`src/rtl/mask_router_pkg.sv`:
```
package mask_router_pkg;
  localparam int unsigned DEF_SRC   = 4;
  localparam int unsigned DEF_LINES = 32;

  function automatic int unsigned sel_width(input int unsigned n);
    return (n > 1) ? $clog2(n) : 1;
  endfunction
endpackage

```
`src/rtl/mask_bank.sv`:
```
module mask_bank #(
  parameter int unsigned NUM_SRC   = 4,
  parameter int unsigned NUM_LINES = 32,
  parameter int unsigned SEL_W     = 2
) (
  input  logic                                clk_i,
  input  logic                                rst_ni,
  input  logic                                wr_en_i,
  input  logic [SEL_W-1:0]                    addr_i,
  input  logic [NUM_LINES-1:0]                wdata_i,
  output logic [NUM_SRC-1:0][NUM_LINES-1:0]   mask_o,
  output logic [NUM_LINES-1:0]                rdata_o
);
  logic [NUM_LINES-1:0] mask_q [NUM_SRC];

  for (genvar s = 0; s < NUM_SRC; s++) begin : g_reg
    logic hit;
    assign hit = wr_en_i && (addr_i == SEL_W'(s));

    always_ff @(posedge clk_i or negedge rst_ni) begin
      if (!rst_ni)  mask_q[s] <= '0;
      else if (hit) mask_q[s] <= wdata_i;
    end

    assign mask_o[s] = mask_q[s];
  end

  // unmatched select values read as zero
  always_comb begin
    rdata_o = '0;
    for (int s = 0; s < NUM_SRC; s++)
      if (addr_i == SEL_W'(s)) rdata_o = mask_q[s];
  end
endmodule

```
`src/rtl/route_fabric.sv`:
```
module route_fabric #(
  parameter int unsigned NUM_SRC   = 4,
  parameter int unsigned NUM_LINES = 32
) (
  input  logic [NUM_SRC-1:0]                  src_i,
  input  logic [NUM_SRC-1:0][NUM_LINES-1:0]   mask_i,
  output logic [NUM_LINES-1:0]                route_o
);
  logic [NUM_SRC-1:0][NUM_LINES-1:0] gated;

  for (genvar s = 0; s < NUM_SRC; s++) begin : g_gate
    assign gated[s] = mask_i[s] & {NUM_LINES{src_i[s]}};
  end

  always_comb begin
    route_o = '0;
    for (int s = 0; s < NUM_SRC; s++) route_o |= gated[s];
  end
endmodule

```
`src/rtl/coll_detect.sv`:
```
module coll_detect #(
  parameter int unsigned NUM_SRC   = 4,
  parameter int unsigned NUM_LINES = 32
) (
  input  logic [NUM_SRC-1:0][NUM_LINES-1:0]   mask_i,
  output logic [NUM_LINES-1:0]                coll_vec_o,
  output logic                                coll_o
);
  // running scan: a line collides once a set bit meets an earlier set bit
  logic [NUM_LINES-1:0] seen;

  always_comb begin
    seen       = '0;
    coll_vec_o = '0;
    for (int s = 0; s < NUM_SRC; s++) begin
      coll_vec_o |= seen & mask_i[s];
      seen       |= mask_i[s];
    end
  end

  assign coll_o = |coll_vec_o;
endmodule

```
`src/rtl/mask_router.sv`:
```
module mask_router
  import mask_router_pkg::*;
#(
  parameter int unsigned NUM_SRC   = DEF_SRC,
  parameter int unsigned NUM_LINES = DEF_LINES,
  localparam int unsigned SEL_W    = sel_width(NUM_SRC)
) (
  input  logic                  clk_i,
  input  logic                  rst_ni,
  input  logic [NUM_SRC-1:0]    src_i,
  input  logic                  wr_en_i,
  input  logic [SEL_W-1:0]      addr_i,
  input  logic [NUM_LINES-1:0]  wdata_i,
  output logic [NUM_LINES-1:0]  rdata_o,
  output logic [NUM_LINES-1:0]  route_o,
  output logic [NUM_LINES-1:0]  coll_vec_o,
  output logic                  coll_o
);
  logic [NUM_SRC-1:0][NUM_LINES-1:0] mask_w;

  mask_bank #(
    .NUM_SRC   (NUM_SRC),
    .NUM_LINES (NUM_LINES),
    .SEL_W     (SEL_W)
  ) i_bank (
    .clk_i   (clk_i),
    .rst_ni  (rst_ni),
    .wr_en_i (wr_en_i),
    .addr_i  (addr_i),
    .wdata_i (wdata_i),
    .mask_o  (mask_w),
    .rdata_o (rdata_o)
  );

  route_fabric #(
    .NUM_SRC   (NUM_SRC),
    .NUM_LINES (NUM_LINES)
  ) i_fabric (
    .src_i   (src_i),
    .mask_i  (mask_w),
    .route_o (route_o)
  );

  coll_detect #(
    .NUM_SRC   (NUM_SRC),
    .NUM_LINES (NUM_LINES)
  ) i_coll (
    .mask_i     (mask_w),
    .coll_vec_o (coll_vec_o),
    .coll_o     (coll_o)
  );
endmodule

```
`config.mk`:
```
export PLATFORM = sky130hd
export DESIGN_NAME = mask_router
export DESIGN_NICKNAME = d
export VERILOG_FILES = /design/src/rtl/mask_router_pkg.sv /design/src/rtl/mask_bank.sv /design/src/rtl/route_fabric.sv /design/src/rtl/coll_detect.sv /design/src/rtl/mask_router.sv
export SDC_FILE = /design/constraint.sdc
export NUM_CORES = 1
export LEC_CHECK = 0
export ABC_AREA = 1
export BUFFER_PORTS_ARGS = -buffer_cell sky130_fd_sc_hd__buf_2
export CAP_MARGIN = 20
export CORE_UTILIZATION = 43
export CTS_CLUSTER_DIAMETER = 30
export DETAILED_ROUTE_END_ITERATION = 8
export PLACE_DENSITY = 0.63
export SKIP_LAST_GASP = 1
export SLEW_MARGIN = 10
export SYNTH_ARGS = -nofsm -noshare
export SYNTH_HDL_FRONTEND = slang
export SYNTH_SLANG_ARGS = --single-unit
export TNS_END_PERCENT = 20
```
`constraint.sdc`:
```
create_clock -name clk_i -period 1.3 [get_ports clk_i]
set_input_delay 0.26 -clock clk_i [delete_from_list [all_inputs] [get_ports clk_i]]
set_output_delay 0.26 -clock clk_i [all_outputs]
set_load 0.1 [all_outputs]
```
==> results.sh <==
export IMPL_drc=0
export IMPL_hold_class="input port to register"
export IMPL_place_gp_congestion=0.889
export IMPL_synth_fp_nets=1069
export IMPL_drive_gt1_frac=0.486
export IMPL_drv_slew=0
export IMPL_crit_fanout=4
export IMPL_grt_pass1_vias=9023
export IMPL_synth_cell_area_um2=7290
export IMPL_syn_inst=1028
export IMPL_cellPowerDensity_nw_per_um2=1790
export IMPL_viasPerCell=5.57
export IMPL_area_growth_pct=94.3
export IMPL_hold_violations=0
export IMPL_skew_ns=0
export IMPL_row_count=47
export IMPL_ys_seq_elements=128
export IMPL_yosysWarnings=0
export IMPL_synth_ff_type="dfrtp_1"
export IMPL_largest_reg_flops=128
export IMPL_dieWidth_um=132
export IMPL_mostFrequentLayoutCell="nand2_1"
export IMPL_cp_arrival_ns=1.96
export IMPL_firstDrtPassIters=5
export IMPL_clock_sinks=128
export IMPL_wl_um=31800
export IMPL_crit_type="register to primary output"
export IMPL_grt_overflow_total=0
export IMPL_vdd_drop_max_uv=1280
export IMPL_drtIter0Drc=785
export IMPL_nets=1494
export IMPL_grt_max_degree=77
export IMPL_synth_cell_types=20
export IMPL_fp_coreArea_um2=16600
export IMPL_postRouteAntennaNets=0
export IMPL_crit_required_ns=1.04
export IMPL_grt_antenna_before_repair=0
export IMPL_synth_edf_count=0
export IMPL_dpl_worst_slack_ns=-0.582
export IMPL_initial_core_util=0.439
export IMPL_cap_violations=0
export IMPL_yosysSeqAreaShare=0.440
export IMPL_io_pins=138
export IMPL_dp_hpwl_um=18300
export IMPL_cts_reportedPaths_clkPinSlew_ns=0.05
export IMPL_utilization=0.854
export IMPL_cts_tree="done"
export IMPL_final_setup_viol_count=106
export IMPL_async_flop_share=1.00
export IMPL_outcome="finished, violations left"
export IMPL_detail_route_wl_per_cell_um=18.9
export IMPL_clockBufferDepth=2
export IMPL_fin_crit_ns=2.22
export IMPL_syn_avg_cell_area_um2=7.09
export IMPL_rsz0062_at_grt="yes"
export IMPL_mostFrequentLayoutCells="nand2_1, buf_4, o21ai_1, dfrtp_1, buf_12"
export IMPL_insertedDiodeCount=0
export IMPL_htreeDepth=4
export IMPL_die_height_um=132
export IMPL_failed_checks="negative setup slack"
export IMPL_holdWs_ns=0.126
export IMPL_grt_pass1_wl_um=44400
export IMPL_clk_latency_ns=0.43
export IMPL_setup_slack_ns=-0.920
export IMPL_fmax_ghz=0.450
export IMPL_min_period_over_period=1.71
export IMPL_slew_headroom=0.706
export IMPL_numCtsBuffers=17
export IMPL_worst_pin_slew_ns=0.441
export IMPL_start_kind="register"
export IMPL_track_usage=0.326
export IMPL_p_leak_nw=6.93
export IMPL_dieArea_um2=17500
export IMPL_endpoint_kind="primary output"
export IMPL_root_buffer="clkbuf_16"
export IMPL_vias=9384
export IMPL_portBuffers=137
[cells by family after synthesis]
logic type / synth area share
DFF: 0.440
and+or+nand+nor: 0.207
buffers and inverters: 0.126
AOI/OAI and AO/OA: 0.227
[final timing paths]
check	from	slack, ns	end	cells past startpoint
setup reg to reg	i_bank.mask_o[90]$_DFFE_PN0P_	0.33	i_bank.mask_o[90]$_DFFE_PN0P_	3
hold / removal	wdata_i[2]	0.13	i_bank.mask_o[98]$_DFFE_PN0P_	3
hold reg to reg	i_bank.mask_o[54]$_DFFE_PN0P_	0.52	i_bank.mask_o[54]$_DFFE_PN0P_	2
min in group asynchronous	rst_ni	0.37	i_bank.mask_o[115]$_DFFE_PN0P_	3
max in group asynchronous	rst_ni	0.53	i_bank.mask_o[0]$_DFFE_PN0P_	3
setup / recovery	i_bank.mask_o[29]$_DFFE_PN0P_	-0.92	coll_o	9
[critical path: stages (launching register included)]
cell,delay [ns]
dfrtp_1,0.41
nor2_1,0.18
nand2_1,0.09
nand2_1,0.12
nand2_2,0.09
nor2_2,0.10
nand2_1,0.10
nor2_2,0.16
nand2_2,0.10
buf_12,0.18
[synthesized netlist by cell type (5+ instances only)]
cell	instances	area (um^2)
o21ai_0	38	190
o21ai_1	146	731
o22ai_1	49	307
buf_2	28	140
nand2_1	285	1070
dfrtp_1	128	3200
a21oi_1	49	245
nand2_2	5	31.3
clkbuf_1	11	41.3
a221oi_2	8	120
inv_1	173	649
nor2_1	43	161
nand3_1	43	215
inv_2	5	18.8
[report_power, final]
group          total, W  leakage (nW)  switching, W  internal, W
logic            0.0154          5.05       0.00928      0.00616
registers       0.00530          1.60      0.000674      0.00463
clock network   0.00466         0.281       0.00176      0.00290
total            0.0254          6.93        0.0117       0.0137
[metal layers]
metal / vias to the layer above / part of all wire / global-route usage
met5: - / 0 / 0
met4: 0 / 0.052 / 0.156
met3: 174 / 0.075 / 0.0573
met2: 542 / 0.51 / 0.574
met1: 4474 / 0.36 / 0.383
li1: 4194 / - / -
[per-stage QoR]
stage | instances | TNS, ns | power, W | cell area, um^2
global route | 1684 | -56.88 | 0.0263 | 14200
floorplan | 1028 | -19.70 | 0.0133 | 8040
global placement | 1602 | -39.66 | 0.0189 | 12400
CTS | 1654 | -49.11 | 0.0243 | 13400
detailed placement | 1602 | -43.75 | 0.0191 | 12400
finish | 1684 | -50.67 | 0.0254 | 14200
[repair_timing]
action                                 4_1_cts  5_1_grt
setup buffers                               29       47
resized for setup                           98      142
hold buffers                                 1        0
pin swaps                                   21       29
setup endpoints to repair                   97      110
endpoints found under the hold margin      128        0
[layout make-up]
type	instances	area (um^2)
multi-input cells	676	4410
well taps	220	275
clock inverters	5	52.6
clock buffers	25	515
repair buffers	452	5010
inverters	178	689
fillers	796	2420
flip-flops and latches	128	3200
Power figures use the tool's default switching activity.
